--- config.mk ---
export PLATFORM = sky130hd
export DESIGN_NAME = can_fault_confine
export DESIGN_NICKNAME = d
export VERILOG_FILES = /design/src/rtl/can_fc_pkg.sv /design/src/rtl/can_fc_errcnt.sv /design/src/rtl/can_fc_status.sv /design/src/rtl/can_fc_capture.sv /design/src/rtl/can_fault_confine.sv
export SDC_FILE = /design/constraint.sdc
export NUM_CORES = 1
export LEC_CHECK = 0
export BUFFER_PORTS_ARGS = -buffer_cell sky130_fd_sc_hd__buf_2
export CAP_MARGIN = 20
export CORE_MARGIN = 2
export CORE_UTILIZATION = 30
export DETAILED_ROUTE_END_ITERATION = 16
export PLACE_DENSITY = 0.44
export REMOVE_ABC_BUFFERS = 1
export SLEW_MARGIN = 20
export SYNTH_ARGS = -nofsm -noshare
export SYNTH_HDL_FRONTEND = slang
export SYNTH_SLANG_ARGS = --single-unit
export TNS_END_PERCENT = 20
--- constraint.sdc ---
create_clock -name clk -period 5.69 [get_ports clk]
set_clock_uncertainty 0.05 [all_clocks]
set_input_delay 0.8535 -clock clk [delete_from_list [all_inputs] [get_ports clk]]
set_output_delay 0.8535 -clock clk [all_outputs]
set_load 0.02 [all_outputs]
--- src/rtl/can_fc_pkg.sv ---
package can_fc_pkg;
  localparam int CNT_W   = 8;
  localparam int KIND_W  = 2;
  localparam int SEG_W   = 5;
  localparam int SEL_W   = 2;
  localparam int CAP_W   = KIND_W + 1 + SEG_W;
  localparam int RD_W    = (CNT_W > CAP_W) ? CNT_W : CAP_W;
  localparam int WARN_RST = 96;
  localparam int TX_STEP  = 8;
  localparam int RX_STEP  = 1;

  typedef logic [CNT_W-1:0] cnt_t;

  typedef enum logic [KIND_W-1:0] {
    KIND_BIT   = 2'b00,
    KIND_FORM  = 2'b01,
    KIND_STUFF = 2'b10,
    KIND_OTHER = 2'b11
  } err_kind_e;

  typedef enum logic [SEL_W-1:0] {
    SEL_LIMIT   = 2'd0,
    SEL_RXCNT   = 2'd1,
    SEL_TXCNT   = 2'd2,
    SEL_CAPTURE = 2'd3
  } reg_sel_e;

  typedef struct packed {
    err_kind_e        kind;
    logic             dir_rx;
    logic [SEG_W-1:0] seg;
  } cap_t;

  typedef struct packed {
    logic ovf;
    cnt_t val;
  } step_t;

  // One counter update: an error adds inc (saturating, overflow flagged),
  // a success subtracts one down to zero, an error beats a success.
  function automatic step_t cnt_step(input cnt_t c, input cnt_t inc,
                                     input logic err, input logic ok);
    step_t r;
    logic [CNT_W:0] sum;
    sum   = {1'b0, c} + {1'b0, inc};
    r.ovf = 1'b0;
    r.val = c;
    if (err) begin
      r.ovf = sum[CNT_W];
      r.val = sum[CNT_W] ? '1 : sum[CNT_W-1:0];
    end else if (ok) begin
      r.val = (c == '0) ? c : c - 1'b1;
    end
    return r;
  endfunction

  function automatic logic reaches(input cnt_t c, input cnt_t lim);
    return c >= lim;
  endfunction

  function automatic logic above_half(input cnt_t c);
    return c[CNT_W-1];
  endfunction
endpackage

--- src/rtl/can_fc_errcnt.sv ---
module can_fc_errcnt
  import can_fc_pkg::*;
#(
  parameter int INC      = 1,
  parameter bit GOES_OFF = 1'b0
) (
  input  logic clk,
  input  logic rst_n,
  input  logic en,
  input  logic err,
  input  logic ok,
  input  logic wr,
  input  cnt_t wdata,
  output cnt_t cnt,
  output logic off
);
  localparam cnt_t INC_C = cnt_t'(INC);
  localparam cnt_t MAXV  = '1;

  step_t nxt;
  logic  step_ovf;

  always_comb nxt = cnt_step(cnt, INC_C, err, ok);
  assign step_ovf = en & nxt.ovf;

  always_ff @(posedge clk or negedge rst_n) begin
    if (!rst_n)   cnt <= '0;
    else if (wr)  cnt <= wdata;
    else if (en)  cnt <= nxt.val;
  end

  generate
    if (GOES_OFF) begin : g_off
      logic off_q;
      always_ff @(posedge clk or negedge rst_n) begin
        if (!rst_n)        off_q <= 1'b0;
        else if (wr)       off_q <= 1'b0;
        else if (step_ovf) off_q <= 1'b1;
      end
      assign off = off_q;
    end else begin : g_no_off
      assign off = 1'b0;
    end
  endgenerate

  // an accepted error adds the lane's step when there is room
  p_err_add_r2: assert property (@(posedge clk) disable iff (!rst_n)
    (en && !wr && err && cnt <= MAXV - INC_C) |=> cnt == cnt_t'($past(cnt) + INC_C));

  // success at zero stays at zero
  p_floor_r3: assert property (@(posedge clk) disable iff (!rst_n)
    (en && !wr && ok && !err && cnt == '0) |=> cnt == '0);

  // no enable and no write means no change
  p_idle_r11: assert property (@(posedge clk) disable iff (!rst_n)
    (!en && !wr) |=> $stable(cnt));
endmodule

--- src/rtl/can_fc_status.sv ---
module can_fc_status
  import can_fc_pkg::*;
(
  input  logic clk,
  input  logic rst_n,
  input  cnt_t tx_cnt,
  input  cnt_t rx_cnt,
  input  cnt_t limit,
  input  logic busoff,
  output logic st_warn,
  output logic st_passive,
  output logic irq_warn,
  output logic irq_passive
);
  logic warn_q, off_q, pas_q;

  assign st_warn    = reaches(tx_cnt, limit) | reaches(rx_cnt, limit);
  assign st_passive = above_half(tx_cnt) | above_half(rx_cnt);

  always_ff @(posedge clk or negedge rst_n) begin
    if (!rst_n) begin
      warn_q <= 1'b0;
      off_q  <= 1'b0;
      pas_q  <= 1'b0;
    end else begin
      warn_q <= st_warn;
      off_q  <= busoff;
      pas_q  <= st_passive;
    end
  end

  assign irq_warn    = (st_warn ^ warn_q) | (busoff ^ off_q);
  assign irq_passive = st_passive ^ pas_q;

  // every edge of warning or bus-off status is reported
  p_warn_edge_r6: assert property (@(posedge clk) disable iff (!rst_n)
    ($rose(st_warn) || $fell(st_warn) || $rose(busoff) || $fell(busoff)) |-> irq_warn);

  // every edge of passive status is reported
  p_pass_edge_r7: assert property (@(posedge clk) disable iff (!rst_n)
    ($rose(st_passive) || $fell(st_passive)) |-> irq_passive);
endmodule

--- src/rtl/can_fc_capture.sv ---
module can_fc_capture
  import can_fc_pkg::*;
(
  input  logic              clk,
  input  logic              rst_n,
  input  logic              active,
  input  logic              tx_err,
  input  logic              rx_err,
  input  logic [KIND_W-1:0] kind,
  input  logic [SEG_W-1:0]  seg,
  input  logic              rd_clr,
  output logic [CAP_W-1:0]  cap_word,
  output logic              cap_valid
);
  logic cap_ev;
  cap_t fresh;

  assign cap_ev       = active & (tx_err | rx_err);
  assign fresh.kind   = err_kind_e'(kind);
  assign fresh.dir_rx = ~tx_err;
  assign fresh.seg    = seg;

  always_ff @(posedge clk or negedge rst_n) begin
    if (!rst_n) begin
      cap_word  <= '0;
      cap_valid <= 1'b0;
    end else if (cap_ev && (!cap_valid || rd_clr)) begin
      cap_word  <= fresh;
      cap_valid <= 1'b1;
    end else if (rd_clr) begin
      cap_valid <= 1'b0;
    end
  end

  // an unread record is frozen
  p_cap_keep_r10: assert property (@(posedge clk) disable iff (!rst_n)
    (cap_valid && !rd_clr) |=> cap_valid && $stable(cap_word));

  // an accepted error with an empty slot produces a record
  p_cap_load_r9: assert property (@(posedge clk) disable iff (!rst_n)
    (cap_ev && !cap_valid) |=> cap_valid);
endmodule

--- src/rtl/can_fault_confine.sv ---
module can_fault_confine
  import can_fc_pkg::*;
(
  input  logic              clk,
  input  logic              rst_n,
  input  logic              cfg_hold,
  input  logic              listen_only,
  input  logic              ev_tx_err,
  input  logic              ev_rx_err,
  input  logic              ev_tx_ok,
  input  logic              ev_rx_ok,
  input  logic [KIND_W-1:0] ev_kind,
  input  logic [SEG_W-1:0]  ev_seg,
  input  logic              reg_wr,
  input  logic              reg_rd,
  input  logic [SEL_W-1:0]  reg_sel,
  input  logic [CNT_W-1:0]  reg_wdata,
  output logic [RD_W-1:0]   reg_rdata,
  output logic              st_warn,
  output logic              st_passive,
  output logic              st_busoff,
  output logic              cap_valid,
  output logic              irq_warn,
  output logic              irq_passive
);
  logic active, tx_en, rx_en, wr_ok, rd_clr, rx_off;
  cnt_t tx_cnt, rx_cnt, limit_q;
  logic [CAP_W-1:0] cap_word;

  assign active = ~cfg_hold & ~st_busoff;
  assign tx_en  = active;
  assign rx_en  = active & ~listen_only;
  assign wr_ok  = reg_wr & cfg_hold;
  assign rd_clr = reg_rd & (reg_sel == SEL_CAPTURE);

  always_ff @(posedge clk or negedge rst_n) begin
    if (!rst_n)                                limit_q <= cnt_t'(WARN_RST);
    else if (wr_ok && reg_sel == SEL_LIMIT)    limit_q <= reg_wdata;
  end

  can_fc_errcnt #(.INC(TX_STEP), .GOES_OFF(1'b1)) u_tx_cnt (
    .clk(clk), .rst_n(rst_n), .en(tx_en), .err(ev_tx_err), .ok(ev_tx_ok),
    .wr(wr_ok && reg_sel == SEL_TXCNT), .wdata(reg_wdata),
    .cnt(tx_cnt), .off(st_busoff)
  );

  can_fc_errcnt #(.INC(RX_STEP), .GOES_OFF(1'b0)) u_rx_cnt (
    .clk(clk), .rst_n(rst_n), .en(rx_en), .err(ev_rx_err), .ok(ev_rx_ok),
    .wr(wr_ok && reg_sel == SEL_RXCNT), .wdata(reg_wdata),
    .cnt(rx_cnt), .off(rx_off)
  );

  can_fc_status u_status (
    .clk(clk), .rst_n(rst_n), .tx_cnt(tx_cnt), .rx_cnt(rx_cnt),
    .limit(limit_q), .busoff(st_busoff),
    .st_warn(st_warn), .st_passive(st_passive),
    .irq_warn(irq_warn), .irq_passive(irq_passive)
  );

  can_fc_capture u_capture (
    .clk(clk), .rst_n(rst_n), .active(active),
    .tx_err(ev_tx_err), .rx_err(ev_rx_err), .kind(ev_kind), .seg(ev_seg),
    .rd_clr(rd_clr), .cap_word(cap_word), .cap_valid(cap_valid)
  );

  always_comb begin
    unique case (reg_sel_e'(reg_sel))
      SEL_LIMIT:   reg_rdata = RD_W'(limit_q);
      SEL_RXCNT:   reg_rdata = RD_W'(rx_cnt);
      SEL_TXCNT:   reg_rdata = RD_W'(tx_cnt);
      default:     reg_rdata = RD_W'(cap_word);
    endcase
  end

  // bus-off pins the transmit counter at full scale and freezes it
  p_busoff_full_r8: assert property (@(posedge clk) disable iff (!rst_n)
    st_busoff |-> tx_cnt == '1);
  p_busoff_freeze_r8: assert property (@(posedge clk) disable iff (!rst_n)
    (st_busoff && !reg_wr) |=> $stable(tx_cnt));

  // listen-only keeps the receive counter frozen
  p_listen_r4: assert property (@(posedge clk) disable iff (!rst_n)
    (listen_only && !reg_wr) |=> $stable(rx_cnt));

  // the receive lane saturates and never signals bus-off
  p_rx_no_off_r3: assert property (@(posedge clk) disable iff (!rst_n)
    !rx_off);
endmodule

; ---- Word-level counts from Yosys, hierarchy flattened
; Index checks and enable logic that the tools add are counted.
[word_totals]
register_bits = 37
latch_bits = 0
ramBits = 0
romBits = 0
input_bits = 27
out_inout_bits = 14
memories = 0
[op_classes]
addsub = 4
n_mul = 0
n_div = 0
n_lt_le_gt_ge = 2
n_eq_ne = 5
shift = 0
mux = 18
bitwise_logic = 17
n_reduce_logical = 17
[op_table]
columns = op, n
row1 = two-way mux 8 bit, 12
row2 = one-hot mux 8 bit (3 select lines), 1
row3 = >= comparator 8 bit, 2
row4 = zero test 8 bit, 2
row5 = subtractor 8 x 1 -> 8 bit (second input constant), 2
row6 = adder 8 x 1 -> 9 bit (second input constant), 1
row7 = adder 8 x 4 -> 9 bit (second input constant), 1
row8 = nonzero test 2 bit, 4
row9 = AND 1 bit, 6
row10 = inequality test 3 x 2 -> 1 bit (second input constant), 2
row11 = AND reduction 3 bit, 2
row12 = nonzero test 3 bit, 2
row13 = two-way mux 1 bit, 5
row14 = equality test 2 bit (second input constant), 2
row15 = logical AND 1 bit, 4
row16 = NOT 1 bit, 4
row17 = OR 1 bit, 4
row18 = XOR 1 bit, 3
row19 = equality test 2 x 1 -> 1 bit (second input constant), 1
row20 = zero test 2 bit, 1
row21 = zero test 1 bit, 1
row22 = logical OR 1 bit, 1

; ---- Depth between registers and ports, before layout
; Gate-level depths: netlist of the first run.
[logic_depth]
ltp_word = 6
mapped_depth = 8
depth_no_buf = 7

; ---- Modules after synthesis
; Synthesis of the first run repeated with hierarchy kept, for this count alone.
[unflattened]
cells_unflattened = 291
area_unflattened_um2 = 2934.1
[modules_own_cells]
columns = module, n_inst, cells_each, area_each_um2, seq_area_each_um2
row1 = can_fc_errcnt at u_rx_cnt, 1, 97, 767.0, 200.2
row2 = can_fc_errcnt at u_tx_cnt, 1, 84, 743.2, 225.2
row3 = can_fault_confine, 1, 34, 580.6, 202.7
row4 = can_fc_status, 1, 53, 488.0, 75.1
row5 = can_fc_capture, 1, 23, 355.3, 225.2

; ---- Worst setup path before layout of the first run
; OpenSTA, ideal clock, no wires.
[synth_path]
path_type = flip-flop to output port
startpoint = register limit_q[6]
endpoint = output irq_warn
arrival_time_ns = 2.349
t_required_ns = 4.787
slack_ns = 2.438
stages_incl_launch_ff = 8
n_path_buf = 0
path_cell_list = dfstp_2 inv_1 ha_1 a21o_1 a211o_1 a221o_1 a311o_1 mux2i_1
[synth_between]
elab_chain_cells = 4
word_cells_on_any_way = 5
classes_between = order compare (2) / bitwise (3)
[synth_lines]
columns = item, line_no
row1 = from (decl), can_fault_confine.sv:27  ; cnt_t tx_cnt, rx_cnt, limit_q;
row2 = from (signal assigned), can_fault_confine.sv:37  ; if (!rst_n) limit_q <= cnt_t'(WARN_RST);
row3 = from (signal assigned), can_fault_confine.sv:38  ; else if (wr_ok && reg_sel == SEL_LIMIT) limit_q <= reg_wdata;
row4 = >= comparator 8 bit, can_fc_pkg.sv:58  ; return c >= lim;
row5 = OR 1 bit (*), can_fc_status.sv:17  ; assign st_warn = reaches(tx_cnt, limit) | reaches(rx_cnt, limit);
row6 = named net st_warn, can_fault_confine.sv:19  ; output logic st_warn,
row7 = XOR 1 bit (*), can_fc_status.sv:32  ; assign irq_warn = (st_warn ^ warn_q) | (busoff ^ off_q);
row8 = OR 1 bit (*), can_fc_status.sv:32
row9 = to (decl), can_fault_confine.sv:23  ; output logic irq_warn,
; Mark *: on every way through the listed nets, which the timed path passes. The rest lies on a longest branch.

; ---- Final worst setup path of the first run
[layout_path]
startpoint = register limit_q[6]
endpoint = output irq_warn
[layout_between]
elab_chain_cells = 4
word_cells_on_any_way = 5
classes_between = order compare (2) / bitwise (3)
[layout_lines]
columns = item, line_no
row1 = >= comparator 8 bit, can_fc_pkg.sv:58
row2 = OR 1 bit (*), can_fc_status.sv:17
row3 = XOR 1 bit (*), can_fc_status.sv:32
row4 = OR 1 bit (*), can_fc_status.sv:32
; Every way passes the cells marked *; elsewhere a longest branch is shown, timed or not.

==> reports/qor.csv, run 1 <==
stage;metric;value;unit
run_status;status;complete, no violations;
timing;tightest_slew;0.917;ns
logic_synthesis;syn_avg_cell_area;9.54;um^2
floorplanning;dieWidth;99.9;um
timing;drv_slew;0;
floorplanning;die_area;0.00997;mm^2
logic_synthesis;synth_area_leaders;dfrtp_1, ha_1, mux4_2;
detailed_routing;drc_errors;0;
logic_synthesis;synthMostInstantiatedCell;dfrtp_1;
global_route;gr-usage-met3;3.20;%
worst_setup_path;crit_fanout;3;
timing;tns;0;ns
global_route;grt_pass1_vias;2165;
clocking;holdBufCountCts;0;
clocking;numCtsBuffers;5;
worst_setup_path;cp_slowest_stage_delay;0.54;ns
global_route;top_usage_layer;met1;
logic_synthesis;synth-edff-count;0;
timing;min_period;3.49;ns
floorplanning;io_pins;41;
pwr;p_total;1.41;mW
timing;relSlewSlack;38.8;%
clocking;htreeDepth;2;
place;routabilityCongestion;0.825;
final_layout;syn_to_final_growth;13.4;%
global_route;antenna_found_initial;0;
clocking;cts_root_buf;clkbuf_8;
pwr;leakage;1.39;nW
worst_setup_path;path_cells;inv_1 > ha_1 > a21o_1 > a211o_1 > a221o_1 > a311o_1 > mux2i_1 > buf_2;
detailed_routing;drtIter0Drc;135;
logic_synthesis;yosysUniqueCellTypes;58;
final_layout;finalNetCount;370;
place;portBuffers;40;
clocking;cts_tree;done;
logic_synthesis;yosysTopAreaCellShare;31.8;%
worst_setup_path;start_kind;flip-flop;
worst_setup_path;cp_top_family;compound AO/OA/AOI/OAI gates;
logic_synthesis;synth_seq_cells;37;
worst_setup_path;critPathBufInv;2;
final_layout;final_area;0.00313;mm^2
logic_synthesis;yosys-top-cells-count;dfrtp_1, nor2_1, nand2_1;
place;placed_area;0.00301;mm^2
clocking;cts.sinks;37;
logic_synthesis;yosysTopAreaCell;dfrtp_1;
global_route;met2_usage;23.3;%
clocking;clkLatencyLatePin;0.29;ns
final_layout;drive_above_1_share;23.7;%
detailed_routing;dr.pass1.iters;4;
worst_setup_path;required;4.79;ns
clocking;ctsResizeCount;0;
global_route;grt_pass1_wl;12300;um
global_route;grtUsageTotal;16.1;%
logic_synthesis;yosys_warnings;0;
global_route;grt_max_degree;38;
place;hpwl;5580;um
detailed_routing;via_per_inst;5.31;
timing;fin_crit_sh;61.4;%
floorplanning;rows;34;
min_path;hold_class;reg2reg;
logic_synthesis;seq_area_frac_synth;33.7;%
detailed_routing;vias;2280;
global_route;grtUsageMet1;24.8;%
floorplanning;die_h;99.9;um
floorplanning;start_util;31.3;%
logic_synthesis;yosys_most_used_dff;dfrtp_1;
timing;rsz0062_at_grt;no;
global_route;gr-total-overflow;0;
floorplanning;core_area;0.00881;mm^2
timing;hold_viol;0;
worst_setup_path;crit_arrival;2.59;ns
pwr;p_per_area;450;mW/mm^2
clocking;cts_max_path_buffers;2;
logic_synthesis;netlist_area;0.00276;mm^2
worst_setup_path;crit_path_end_kind;output port;
clocking;cts_post_setup_buffers_inserted;0;
pwr;ir_drop;0.152;mV
final_layout;insertedDiodeCount;0;
logic_synthesis;synth-async-reset-ratio;100;%
detailed_routing;ant_nets;0;
timing;finalSetupViolations;0;
timing;max_freq;0.286;GHz
worst_setup_path;worstSetupPathType;reg2out;
worst_setup_path;slowest_stage;dfstp_2;
run;max-cap-violations;0;
final_layout;post-route-util;35.5;%
detailed_routing;wirelength;7570;um
clocking;clkTransAtPathRegs;0.08;ns
logic_synthesis;synthCells;289;
detailed_routing;wire_per_inst;17.7;um
power breakdown:
| group | switching (mW) | total, mW | internal [mW] |
|---|---|---|---|
| Sequential | 0.162 | 0.523 | 0.361 |
| Combinational | 0.333 | 0.638 | 0.305 |
| Clock | 0.102 | 0.245 | 0.143 |
path summary, 6_finish.rpt:
check,from,to,slack (ns),depth (start not counted)
min reg2reg,u_tx_cnt.off,u_status.off_q,0.41,0
max in group asynchronous,rst_n,limit_q[1],4.37,1
max,limit_q[6],irq_warn,2.20,8
min,u_tx_cnt.off,u_status.off_q,0.41,0
min in group asynchronous,rst_n,u_rx_cnt.cnt[7],0.64,1
max reg2reg,u_rx_cnt.cnt[4],u_rx_cnt.cnt[2],3.45,5
cell type report:
cell class / count / area, um^2
Tap cell: 108 / 135
Timing Repair Buffer: 42 / 215
Inverter: 17 / 63.8
Clock buffer: 7 / 86.3
Clock inverter: 1 / 30.0
Fill cell: 935 / 5680
Multi-Input combinational cell: 217 / 1670
Sequential cell: 37 / 928
metal layers:
layer  share of wire [%]  routed length, um
met1                  52               3960
met2                  42               3200
met3                 4.8                361
met4                0.63                 48
met5                   0                  0
cell usage in the layout, fill, tap and decap left out, drive strengths merged, types with 7 or more instances in the layout:
master,instances
buf,42
dfrtp,35
nor2,26
nand2,24
ha,23
inv,17
o21ai,15
a21oi,11
xor2,9
mux2,9
nand3,8
a221o,8
nor3,8
mux4,8
a211oi,7
clkbuf,7
through the flow:
| stage | instances | hold WS (ns) | setup WS, ns |
|---|---|---|---|
| floorplan | 271 | 0.422 | 2.44 |
| global placement | 421 | 0.402 | 2.54 |
| detailed placement | 421 | 0.399 | 2.50 |
| CTS | 429 | 0.419 | 2.17 |
| global route | 429 | 0.439 | 2.05 |
| finish | 429 | 0.414 | 2.20 |
state kept, by name, indices dropped and copies added (netlist names):
signal and cells:
limit_q 8, u_status.warn_q 1, u_tx_cnt.off 1, u_capture.cap_valid 1, u_status.off_q 1, u_rx_cnt.cnt 8, u_capture.cap_word 8, u_status.pas_q 1
u_tx_cnt.cnt 8
kinds of logic (layout without fill, tap and decap cells):
group,after synthesis,count (layout),synth area share [%]
DFF,37,37,33.7
buffers and inverters,35,67,5.81
and+or+nand+nor,95,95,17.5
muxes,19,19,11.1
AOI/OAI and AO/OA,66,66,17.0
adders and majority gates,23,23,10.4
xor gates and xnor gates,14,14,4.45
(Power assumes the default switching activity.)
==> run 2, diff against run 1 <==
clock period = 3.3 ns   (was 5.69 ns; I/O delays follow)
==> run 2 against run 1 <==
Effect of this change: via count about the same; routed wire length increased by 4.1%; sequential power increased by 66%; register-to-register slack got worse by 2.4 ns; critical endpoint unchanged; largest cell class unchanged; largest power group unchanged.
==> reports/qor.csv, run 2 (same netlist as run 1, synthesis figures left out) <==
stage;metric;value;unit;change
clocking;htreeDepth;2;;unchanged
detailed_routing;drc_errors;0;;unchanged
clocking;cts_post_setup_buffers_inserted;0;;unchanged
worst_setup_path;startpoint;limit_q[6];;unchanged
detailed_routing;wire_per_inst;18.2;um;was 17.7 um
worst_setup_path;timing.rr.end;u_rx_cnt.cnt[2];;unchanged
detailed_routing;dr.pass1.iters;4;;unchanged
clocking;cts_tree;done;;unchanged
floorplanning;dieWidth;99.9;um;unchanged
timing;relSlewSlack;38.1;%;was 38.8%
global_route;grtUsageTotal;16.7;%;was 16.1%
worst_setup_path;crit_arrival;2.58;ns;was 2.59 ns
detailed_routing;drtIter0Drc;73;;was 135
timing;finalSetupViolations;0;;unchanged
worst_setup_path;reg2reg_depth;5;;unchanged
pwr;switching_share;42.4;%;was 42.5%
worst_setup_path;crit_fanout;3;;unchanged
pwr;p_clk_share;17.2;%;was 17.4%
detailed_routing;via_per_inst;5.25;;was 5.31
timing;hold_ws;0.281;ns;was 0.414 ns
pwr;pwr-share-seq;35.3;%;was 37.2%
floorplanning;die_area;0.00997;mm^2;unchanged
worst_setup_path;crit_path_end_kind;output port;;unchanged
worst_setup_path;r2r-start;u_rx_cnt.cnt[4];;unchanged
final_layout;finalNetCount;375;;was 370
timing;rsz0062_at_grt;no;;unchanged
final_layout;final_cell_mix;buf_2, dfrtp_1, nor2_1;;unchanged
clocking;cts_root_buf;clkbuf_8;;unchanged
final_layout;drive_above_1_share;24.8;%;was 23.7%
timing;hold_viol;0;;unchanged
timing;min_period;3.13;ns;
pwr;p_int;1.42;mW;was 809 uW
floorplanning;rows;34;;unchanged
timing;max_freq;0.320;GHz;
clocking;clkLatencyLatePin;0.30;ns;was 0.29 ns
run;max-cap-violations;0;;unchanged
worst_setup_path;r2r_slack;1.05;ns;was 3.45 ns
place;hpwl;5870;um;was 5580 um
min_path;hold_class;in2async;;was reg2reg
global_route;antenna_found_initial;0;;unchanged
final_layout;syn_to_final_growth;14.8;%;was 13.4%
floorplanning;io_pins;41;;unchanged
global_route;grt_max_degree;38;;unchanged
pwr;pwr-share-comb;47.6;%;was 45.4%
worst_setup_path;required;2.75;ns;was 4.79 ns
detailed_routing;vias;2278;;was 2280
place;routabilityCongestion;0.823;;was 0.825
pwr;ir_drop;0.285;mV;was 0.152 mV
clocking;cts_max_path_buffers;2;;unchanged
final_layout;insertedDiodeCount;0;;unchanged
global_route;grt_pass1_wl;12700;um;was 12300 um
pwr;p_switching;1.04;mW;was 597 uW
detailed_routing;wirelength;7890;um;was 7570 um
floorplanning;core_area;0.00881;mm^2;unchanged
worst_setup_path;crit_end;irq_warn;;unchanged
global_route;gr-total-overflow;0;;unchanged
floorplanning;die_h;99.9;um;unchanged
clocking;clkTransAtPathRegs;0.08;ns;about the same
run_status;status;complete, no violations;;unchanged
worst_setup_path;start_kind;flip-flop;;unchanged
timing;drv_slew;0;;unchanged
clocking;numCtsBuffers;5;;unchanged
clocking;cts.sinks;37;;unchanged
timing;fin_crit_sh;94.8;%;
worst_setup_path;worstSetupPathType;reg2out;;unchanged
place;portBuffers;40;;unchanged
floorplanning;start_util;31.3;%;unchanged
clocking;ctsResizeCount;0;;unchanged
pwr;p_per_area;777;mW/mm^2;was 450 mW/mm^2
detailed_routing;ant_nets;0;;unchanged
pwr;leakage;1.41;nW;was 1.39 nW
final_layout;layout_commonest_cell;buf_2;;unchanged
timing;tns;0;ns;unchanged
global_route;grt_pass1_vias;2220;;was 2165
timing;tightest_slew;0.928;ns;was 0.917 ns
## run 2: per-stage QoR
stage	util (%)	power [mW]	setup WS (ns)	instance area (um^2)	std cells
global placement	34.6	2.04	0.498	3050	426
detailed placement	34.6	2.04	0.467	3050	426
finish	35.9	2.46	0.171	3160	434
floorplan	-	1.65	0.406	2660	271
CTS	35.9	2.48	0.118	3160	434
global route	35.9	2.67	0.0307	3160	434
## run 2: power by group through the flow
stage,Combinational (mW),Sequential (mW),Clock (mW)
finish,1.17,0.867,0.423
global route,1.32,0.896,0.450
global placement,1.16,0.872,0
detailed placement,1.17,0.878,0
CTS,1.18,0.867,0.437
floorplan,0.834,0.816,0
## run 2: layer usage
metal / up-vias / part of all wire [%] / track usage, %
met2: 49 / 43 / 25.6
li1: 1127 / - / -
met5: - / 0 / 0
met3: 10 / 3.7 / 2.58
met1: 1092 / 52 / 24.8
met4: 0 / 1.4 / 4.00
## run 2: cell type report
class	count	area, um^2
fillers	929	5640
clock inverters	1	30.0
inverters	17	63.8
flip-flops and latches	37	928
well taps	108	135
multi-input cells	217	1670
repair buffers	47	253
clock buffers	7	86.3
## run 2: how the worst min path moves through the flow
stage,start,end,slack (ns),cells after the start
floorplan,rst_n,limit_q[0],0.15,0
global placement,u_tx_cnt.off,u_status.off_q,0.41,0
detailed placement,u_tx_cnt.off,u_status.off_q,0.42,0
CTS,rst_n,u_capture.cap_word[4],0.32,1
global route,rst_n,u_rx_cnt.cnt[7],0.33,1
finish,rst_n,u_rx_cnt.cnt[7],0.28,1
## run 2: critical path, stage by stage, from the launching register on
cell	delay (ns)
dfstp_2	0.54
inv_1	0.07
ha_1	0.28
a21o_1	0.16
a211o_1	0.28
a221o_1	0.26
a311o_1	0.35
mux2i_1	0.17
buf_2	0.18
## run 2: what timing repair did
item,CTS,global route
hold buffers,0,0
endpoints found under the hold margin,0,0
endpoints found under the setup margin,0,1
